--- src/rtl/scan_pkg.sv ---
package scan_pkg;
  typedef enum logic [1:0] {
    XF_IDLE = 2'd0,
    XF_SEND = 2'd1,
    XF_TAIL = 2'd2
  } xfer_state_e;
endpackage

--- src/rtl/sync_edge.sv ---
module sync_edge #(
  parameter int STAGES = 2
) (
  input  logic clk,
  input  logic rst_ni,
  input  logic din,
  output logic fall,
  output logic rise
);
  // sh_q[STAGES-1] is the synchronized level, sh_q[STAGES] its previous value
  logic [STAGES:0] sh_q, sh_d;

  always_comb begin
    sh_d = {sh_q[STAGES-1:0], din};
  end

  always_ff @(posedge clk or negedge rst_ni) begin
    if (!rst_ni) sh_q <= '0;
    else         sh_q <= sh_d;
  end

  assign fall = sh_q[STAGES] & ~sh_q[STAGES-1];
  assign rise = ~sh_q[STAGES] & sh_q[STAGES-1];
endmodule

--- src/rtl/line_timer.sv ---
module line_timer #(
  parameter int CNT_W = 16
) (
  input  logic             clk,
  input  logic             rst_ni,
  input  logic             fall,
  input  logic             rise,
  input  logic [CNT_W-1:0] cfg_short_max,
  input  logic [CNT_W-1:0] cfg_period_min,
  input  logic [CNT_W-1:0] cfg_period_max,
  input  logic [CNT_W-1:0] cfg_start_ofs,
  output logic             arm,
  output logic             start_hit
);
  logic [CNT_W-1:0] lcnt_q, lcnt_d;
  logic [CNT_W-1:0] width_q, width_d;
  logic             width_en;
  logic             line_ok;

  // line counter: restart on falling sync edge, saturate otherwise
  always_comb begin
    if (fall)         lcnt_d = '0;
    else if (&lcnt_q) lcnt_d = lcnt_q;
    else              lcnt_d = lcnt_q + 1'b1;
  end

  // low width captured on the rising edge
  assign width_en = rise;
  always_comb begin
    width_d = width_q;
    if (width_en) width_d = lcnt_q;
  end

  // period is the counter value seen in the falling-edge cycle
  always_comb begin
    line_ok = (width_q < cfg_short_max) &&
              (lcnt_q >= cfg_period_min) &&
              (lcnt_q <= cfg_period_max);
  end

  assign arm       = fall & line_ok;
  assign start_hit = (lcnt_q == cfg_start_ofs);

  always_ff @(posedge clk or negedge rst_ni) begin
    if (!rst_ni) begin
      lcnt_q  <= '0;
      width_q <= '0;
    end else begin
      lcnt_q  <= lcnt_d;
      width_q <= width_d;
    end
  end

  assert_cnt_restart_R1: assert property (@(posedge clk) disable iff (!rst_ni)
    fall |=> (lcnt_q == '0));
endmodule

--- src/rtl/pixel_tick.sv ---
module pixel_tick #(
  parameter int CNT_W = 16
) (
  input  logic             clk,
  input  logic             rst_ni,
  input  logic             fall,
  input  logic             start_hit,
  input  logic [CNT_W-1:0] cfg_pix_div,
  output logic             tick,
  output logic             pix_clk
);
  logic             run_q, run_d;
  logic [CNT_W-1:0] dcnt_q, dcnt_d;
  logic             pclk_q, pclk_d;
  logic [CNT_W-1:0] div_last;
  logic             wrap;

  // divider values below 2 are clamped to 2
  assign div_last = (cfg_pix_div < CNT_W'(2)) ? CNT_W'(1) : (cfg_pix_div - 1'b1);
  assign wrap     = (dcnt_q == div_last);
  assign tick     = run_q & ~fall & wrap;

  always_comb begin
    run_d = run_q;
    if (fall)           run_d = 1'b0;
    else if (start_hit) run_d = 1'b1;
  end

  always_comb begin
    if (fall || !run_q || wrap) dcnt_d = '0;
    else                        dcnt_d = dcnt_q + 1'b1;
  end

  always_comb begin
    pclk_d = pclk_q ^ tick;
  end

  always_ff @(posedge clk or negedge rst_ni) begin
    if (!rst_ni) begin
      run_q  <= 1'b0;
      dcnt_q <= '0;
      pclk_q <= 1'b0;
    end else begin
      run_q  <= run_d;
      dcnt_q <= dcnt_d;
      pclk_q <= pclk_d;
    end
  end

  assign pix_clk = pclk_q;

  assert_tick_spacing_R4: assert property (@(posedge clk) disable iff (!rst_ni)
    tick |=> !tick);
  assert_stop_on_sync_R6: assert property (@(posedge clk) disable iff (!rst_ni)
    fall |=> !run_q);
endmodule

--- src/rtl/xfer_engine.sv ---
module xfer_engine
  import scan_pkg::*;
#(
  parameter int LEN_W  = 11,
  parameter int DATA_W = 8,
  localparam int ADDR_W = LEN_W - 1
) (
  input  logic              clk,
  input  logic              rst_ni,
  input  logic              fall,
  input  logic              arm,
  input  logic              tick,
  input  logic              req_en,
  input  logic [LEN_W-1:0]  cfg_line_len,
  input  logic [DATA_W-1:0] buf_data,
  output logic [ADDR_W-1:0] buf_addr,
  output logic [DATA_W-1:0] pix_out
);
  xfer_state_e       state_q, state_d;
  logic [LEN_W-1:0]  idx_q, idx_d;
  logic              pend_q, pend_d;
  logic [DATA_W-1:0] out_q, out_d;
  logic [LEN_W-1:0]  len_eff;
  logic [LEN_W-1:0]  idx_inc;
  logic              svc;

  assign len_eff = (cfg_line_len == '0) ? LEN_W'(1) : cfg_line_len;
  assign idx_inc = idx_q + 1'b1;
  assign svc     = pend_q & (state_q != XF_IDLE) & ~fall;

  // request latch: cleared only through req_en, never by the sync edge
  always_comb begin
    pend_d = pend_q;
    if (!req_en)  pend_d = 1'b0;
    else if (tick) pend_d = 1'b1;
    else if (svc)  pend_d = 1'b0;
  end

  always_comb begin
    state_d = state_q;
    idx_d   = idx_q;
    out_d   = out_q;
    if (fall) begin
      state_d = arm ? XF_SEND : XF_IDLE;
      idx_d   = '0;
    end else if (svc) begin
      unique case (state_q)
        XF_SEND: begin
          out_d = buf_data;
          idx_d = idx_inc;
          if (idx_inc == len_eff) state_d = XF_TAIL;
        end
        XF_TAIL: begin
          out_d   = '0;
          state_d = XF_IDLE;
        end
        default: state_d = XF_IDLE;
      endcase
    end
  end

  always_ff @(posedge clk or negedge rst_ni) begin
    if (!rst_ni) begin
      state_q <= XF_IDLE;
      idx_q   <= '0;
      pend_q  <= 1'b0;
      out_q   <= '0;
    end else begin
      state_q <= state_d;
      idx_q   <= idx_d;
      pend_q  <= pend_d;
      out_q   <= out_d;
    end
  end

  assign buf_addr = idx_q[ADDR_W-1:0];
  assign pix_out  = out_q;

  assert_req_clear_R8: assert property (@(posedge clk) disable iff (!rst_ni)
    !req_en |=> !pend_q);
  assert_bus_needs_req_R5: assert property (@(posedge clk) disable iff (!rst_ni)
    (!pend_q || state_q == XF_IDLE || fall) |=> $stable(pix_out));
  assert_index_in_line_R9: assert property (@(posedge clk) disable iff (!rst_ni)
    (state_q == XF_SEND) |-> (idx_q < len_eff));
endmodule

--- src/rtl/scanline_streamer.sv ---
module scanline_streamer #(
  parameter int CNT_W       = 16,
  parameter int LEN_W       = 11,
  parameter int DATA_W      = 8,
  parameter int SYNC_STAGES = 2,
  localparam int ADDR_W     = LEN_W - 1
) (
  input  logic              clk,
  input  logic              rst_n,
  input  logic              sync_in,
  input  logic              req_en,
  input  logic [CNT_W-1:0]  cfg_short_max,
  input  logic [CNT_W-1:0]  cfg_period_min,
  input  logic [CNT_W-1:0]  cfg_period_max,
  input  logic [CNT_W-1:0]  cfg_start_ofs,
  input  logic [CNT_W-1:0]  cfg_pix_div,
  input  logic [LEN_W-1:0]  cfg_line_len,
  input  logic [DATA_W-1:0] buf_data,
  output logic [ADDR_W-1:0] buf_addr,
  output logic [DATA_W-1:0] pix_out,
  output logic              pix_clk
);
  logic [1:0] rst_sync_q;
  logic       rst_ni;
  logic       fall, rise, arm, start_hit, tick;

  // asserted asynchronously, released on a clock edge
  always_ff @(posedge clk or negedge rst_n) begin
    if (!rst_n) rst_sync_q <= 2'b00;
    else        rst_sync_q <= {rst_sync_q[0], 1'b1};
  end
  assign rst_ni = rst_sync_q[1];

  sync_edge #(.STAGES(SYNC_STAGES)) u_sync (
    .clk(clk), .rst_ni(rst_ni), .din(sync_in), .fall(fall), .rise(rise)
  );

  line_timer #(.CNT_W(CNT_W)) u_line (
    .clk(clk), .rst_ni(rst_ni), .fall(fall), .rise(rise),
    .cfg_short_max(cfg_short_max), .cfg_period_min(cfg_period_min),
    .cfg_period_max(cfg_period_max), .cfg_start_ofs(cfg_start_ofs),
    .arm(arm), .start_hit(start_hit)
  );

  pixel_tick #(.CNT_W(CNT_W)) u_tick (
    .clk(clk), .rst_ni(rst_ni), .fall(fall), .start_hit(start_hit),
    .cfg_pix_div(cfg_pix_div), .tick(tick), .pix_clk(pix_clk)
  );

  xfer_engine #(.LEN_W(LEN_W), .DATA_W(DATA_W)) u_xfer (
    .clk(clk), .rst_ni(rst_ni), .fall(fall), .arm(arm), .tick(tick),
    .req_en(req_en), .cfg_line_len(cfg_line_len), .buf_data(buf_data),
    .buf_addr(buf_addr), .pix_out(pix_out)
  );
endmodule

--- config.mk ---
export PLATFORM = sky130hd
export DESIGN_NAME = scanline_streamer
export DESIGN_NICKNAME = d
export VERILOG_FILES = /design/src/rtl/scan_pkg.sv /design/src/rtl/sync_edge.sv /design/src/rtl/line_timer.sv /design/src/rtl/pixel_tick.sv /design/src/rtl/xfer_engine.sv /design/src/rtl/scanline_streamer.sv
export SDC_FILE = /design/constraint.sdc
export NUM_CORES = 1
export LEC_CHECK = 0
export CAP_MARGIN = 15
export CORE_ASPECT_RATIO = 1.1
export CORE_MARGIN = 4
export CORE_UTILIZATION = 57
export CTS_CLUSTER_SIZE = 30
export DETAILED_ROUTE_END_ITERATION = 8
export GPL_TIMING_DRIVEN = 0
export PLACE_DENSITY = 0.87
export SYNTH_ARGS = -nofsm -noshare
export SYNTH_HDL_FRONTEND = slang
export SYNTH_HIERARCHICAL = 1
export SYNTH_SLANG_ARGS = --single-unit
--- constraint.sdc ---
create_clock -name clk -period 4 [get_ports clk]
set_input_delay 0.6 -clock clk [delete_from_list [all_inputs] [get_ports clk]]
set_output_delay 0.6 -clock clk [all_outputs]
set_load 0.1 [all_outputs]
==> impl_metrics.env <==
export IMPL_status="finished clean"
export IMPL_crit_fanout=10
export IMPL_required_ns=4.21
export IMPL_dr_pass1_iters=6
export IMPL_yosys_most_used_dff="dfrtp_1"
export IMPL_irDropWorstVdd_v=0.000316
export IMPL_wire_per_inst_um=16.7
export IMPL_layout_drive_gt1_share=0.114
export IMPL_avgSynthCellArea_um2=9.05
export IMPL_path_buf_inv=3
export IMPL_dieArea_mm2=0.0125
export IMPL_crit_type="primary input to flip-flop"
export IMPL_routed_via_density=5.81
export IMPL_grt_start_max_net_pins=72
export IMPL_cts_buffers=9
export IMPL_ioPinCount=122
export IMPL_fp_dieW_um=107
export IMPL_critPathMaxStageDelay_ns=0.52
export IMPL_post_cts_resized=0
export IMPL_grt_overflow=0
export IMPL_dpl_worst_slack_ns=0.408
export IMPL_fmax_mhz=305
export IMPL_drc_errors=0
export IMPL_cts_root_buffer="clkbuf_16"
export IMPL_finalSetupViolations=0
export IMPL_final_setup_worst_slack_ns=0.721
export IMPL_finalCritPeriodShare=0.820
export IMPL_yosysSeqAreaShare=0.314
export IMPL_cts_setup_buffers=0
export IMPL_hold_buffers=0
export IMPL_synthCells=679
export IMPL_worst_slew_pin_slew_ns=0.989
export IMPL_grt_usage=0.259
export IMPL_synth_distinct_cells=81
export IMPL_syn_nets=836
export IMPL_cts_tree="done"
export IMPL_mappedNetlistArea_mm2=0.00615
export IMPL_ant_nets=0
export IMPL_finalWirelength_um=16000
export IMPL_slew_viol_final=0
export IMPL_final_common_cell="clkdlybuf4s50_1"
export IMPL_start_util=0.589
export IMPL_cp_end_kind="flip-flop"
export IMPL_cp_start_kind="primary input"
export IMPL_path_delay_family="simple AND/OR/NAND/NOR gates"
export IMPL_p_leak_uw=0.00354
export IMPL_clk_pin_slew_ns=0.06
export IMPL_fin_crit_ns=3.28
export IMPL_area_growth_pct=27.7
export IMPL_cp_slowest_cell="clkdlybuf4s50_1"
export IMPL_rsz0062_at_grt="false"
export IMPL_grt_pass1_vias=5654
export IMPL_fin_nets=968
export IMPL_rows=39
export IMPL_drv_cap=0
export IMPL_tns_ns=0
export IMPL_clk_latency_ns=0.34
export IMPL_powerDensity_mw_per_mm2=267
export IMPL_dp_hpwl_um=12200
export IMPL_cts_sinks=77
export IMPL_core_mm2=0.0104
export IMPL_worstHoldPathType="flip-flop to async pin"
export IMPL_antenna_cells=0
export IMPL_cts_max_level=3
export IMPL_synth_edf_count=0
export IMPL_slew_headroom=0.339
export IMPL_yosys_warnings=6
export IMPL_hold_violations=0
export IMPL_numPortBuffers=120
export IMPL_die_h_um=117
export IMPL_clockBufferDepth=2
export IMPL_routabilityCongestion=0.905
export IMPL_synth_seq_cells=77
export IMPL_drt_initial_drc_count=354
export IMPL_arrival_ns=3.49
export IMPL_cp_cell_sequence="clkdlybuf4s50_1 -> inv_1 -> ha_1 -> nor3b_1 -> nand4_1 -> xor2_1 -> or4b_1 -> o311a_1 -> nor3_2 -> a21o_2 -> buf_6 -> nor2_1"
export IMPL_async_flop_share=1.00
export IMPL_grt_pass1_wl_um=26200
export IMPL_fin_worst_skew_ns=0.00778
export IMPL_num_vias=5570
export IMPL_layout_common_cells="clkdlybuf4s50_1 (120), dfrtp_1 (76), nor2_1 (64)"
export IMPL_final_util=0.752
export IMPL_antenna_found_initial=0
export IMPL_hold_ws_ns=0.123
[cell usage after synthesis (5+ instances only)]
cell type,count,area [um2]
mux2_2,17,191
dfrtp_1,77,1930
buf_6,7,78.8
nand2b_1,18,113
nor2_1,64,240
nor3_1,16,80.1
clkbuf_1,7,26.3
o21ai_0,12,60.1
o21a_1,6,45.0
nand4_1,24,150
xnor2_1,39,342
nand2_1,36,135
a31oi_1,6,37.5
xor2_1,32,280
nand3_1,30,150
nor2b_1,9,56.3
mux2i_1,5,50.1
nor4_1,6,37.5
a21oi_1,26,130
o2111ai_1,5,43.8
buf_2,7,35.0
buf_4,13,97.6
and3_1,5,31.3
o21ai_1,11,55.1
inv_1,61,229
ha_1,54,676
[kinds of logic (layout without fill, tap and decap cells)]
| group | count (synthesis) | after routing | synth area share |
|---|---|---|---|
| xor+xnor | 71 | 71 | 0.101 |
| mux | 23 | 23 | 0.0417 |
| simple gates | 248 | 248 | 0.231 |
| fa+ha+maj | 54 | 54 | 0.110 |
| buf+inv | 96 | 233 | 0.0774 |
| flops | 77 | 77 | 0.314 |
| compound gates | 109 | 109 | 0.125 |
| other cells | 1 | 1 | 0.000610 |
[power breakdown]
part	switching (uW)	internal, uW	total, uW
combinational	207	240	447
sequential	42.3	814	856
clock	315	482	796
[metrics by stage]
stage / std cells / instance area, um2 / total power (uW)
floorplan: 679 / 6150 / 1110
global placement: 942 / 7530 / 1280
detailed placement: 943 / 7560 / 1310
CTS: 959 / 7850 / 2110
global route: 959 / 7850 / 2200
finish: 959 / 7850 / 2100
[sequential cells by signal (all words and copies together), names as in the netlist]
signal,cells
u_tick/pix_clk,1
u_xfer/state_q,2
u_sync/sh_q,3
u_xfer/pix_out,8
u_line/lcnt_q,16
u_xfer/idx_q,11
u_tick/run_q,1
rst_sync_q,2
u_line/width_q,16
u_xfer/pend_q,1
u_tick/dcnt_q,16
[final cells by class]
type / count / area [um2]
Multi-Input combinational cell: 506 / 3740
Fill cell: 742 / 2590
Sequential cell: 77 / 1930
Timing Repair Buffer: 121 / 1230
Buffer: 35 / 246
Clock buffer: 10 / 229
Inverter: 61 / 229
Tap cell: 143 / 179
Clock inverter: 6 / 63.8
[metal layers]
metal	vias to the layer above	global-route usage	part of all wire
met5	-	0	0
met4	0	0.0980	0.028
met3	50	0.0560	0.059
met2	216	0.471	0.52
met1	2650	0.301	0.40
li1	2654	-	-
[final timing paths]
kind	from	endpoint	slack [ns]	cells after the start
worst max-delay path	cfg_pix_div[0]	u_tick/dcnt_q[0]$_DFF_PN0_	0.72	12
worst min-delay path	rst_sync_q[1]$_DFF_PN0_	u_line/width_q[2]$_DFFE_PN0P_	0.12	0
worst max register to register	u_sync/sh_q[1]$_DFF_PN0_	u_xfer/state_q[0]$_DFFE_PN0P_	1.34	8
worst min register to register	rst_sync_q[1]$_DFF_PN0_	u_line/width_q[2]$_DFFE_PN0P_	0.12	0
max in group asynchronous	rst_sync_q[1]$_DFF_PN0_	u_xfer/idx_q[1]$_DFFE_PN0P_	3.32	1
min in group clk	u_sync/sh_q[0]$_DFF_PN0_	u_sync/sh_q[1]$_DFF_PN0_	0.35	0
Note: power is estimated with default switching activity, not from simulation.
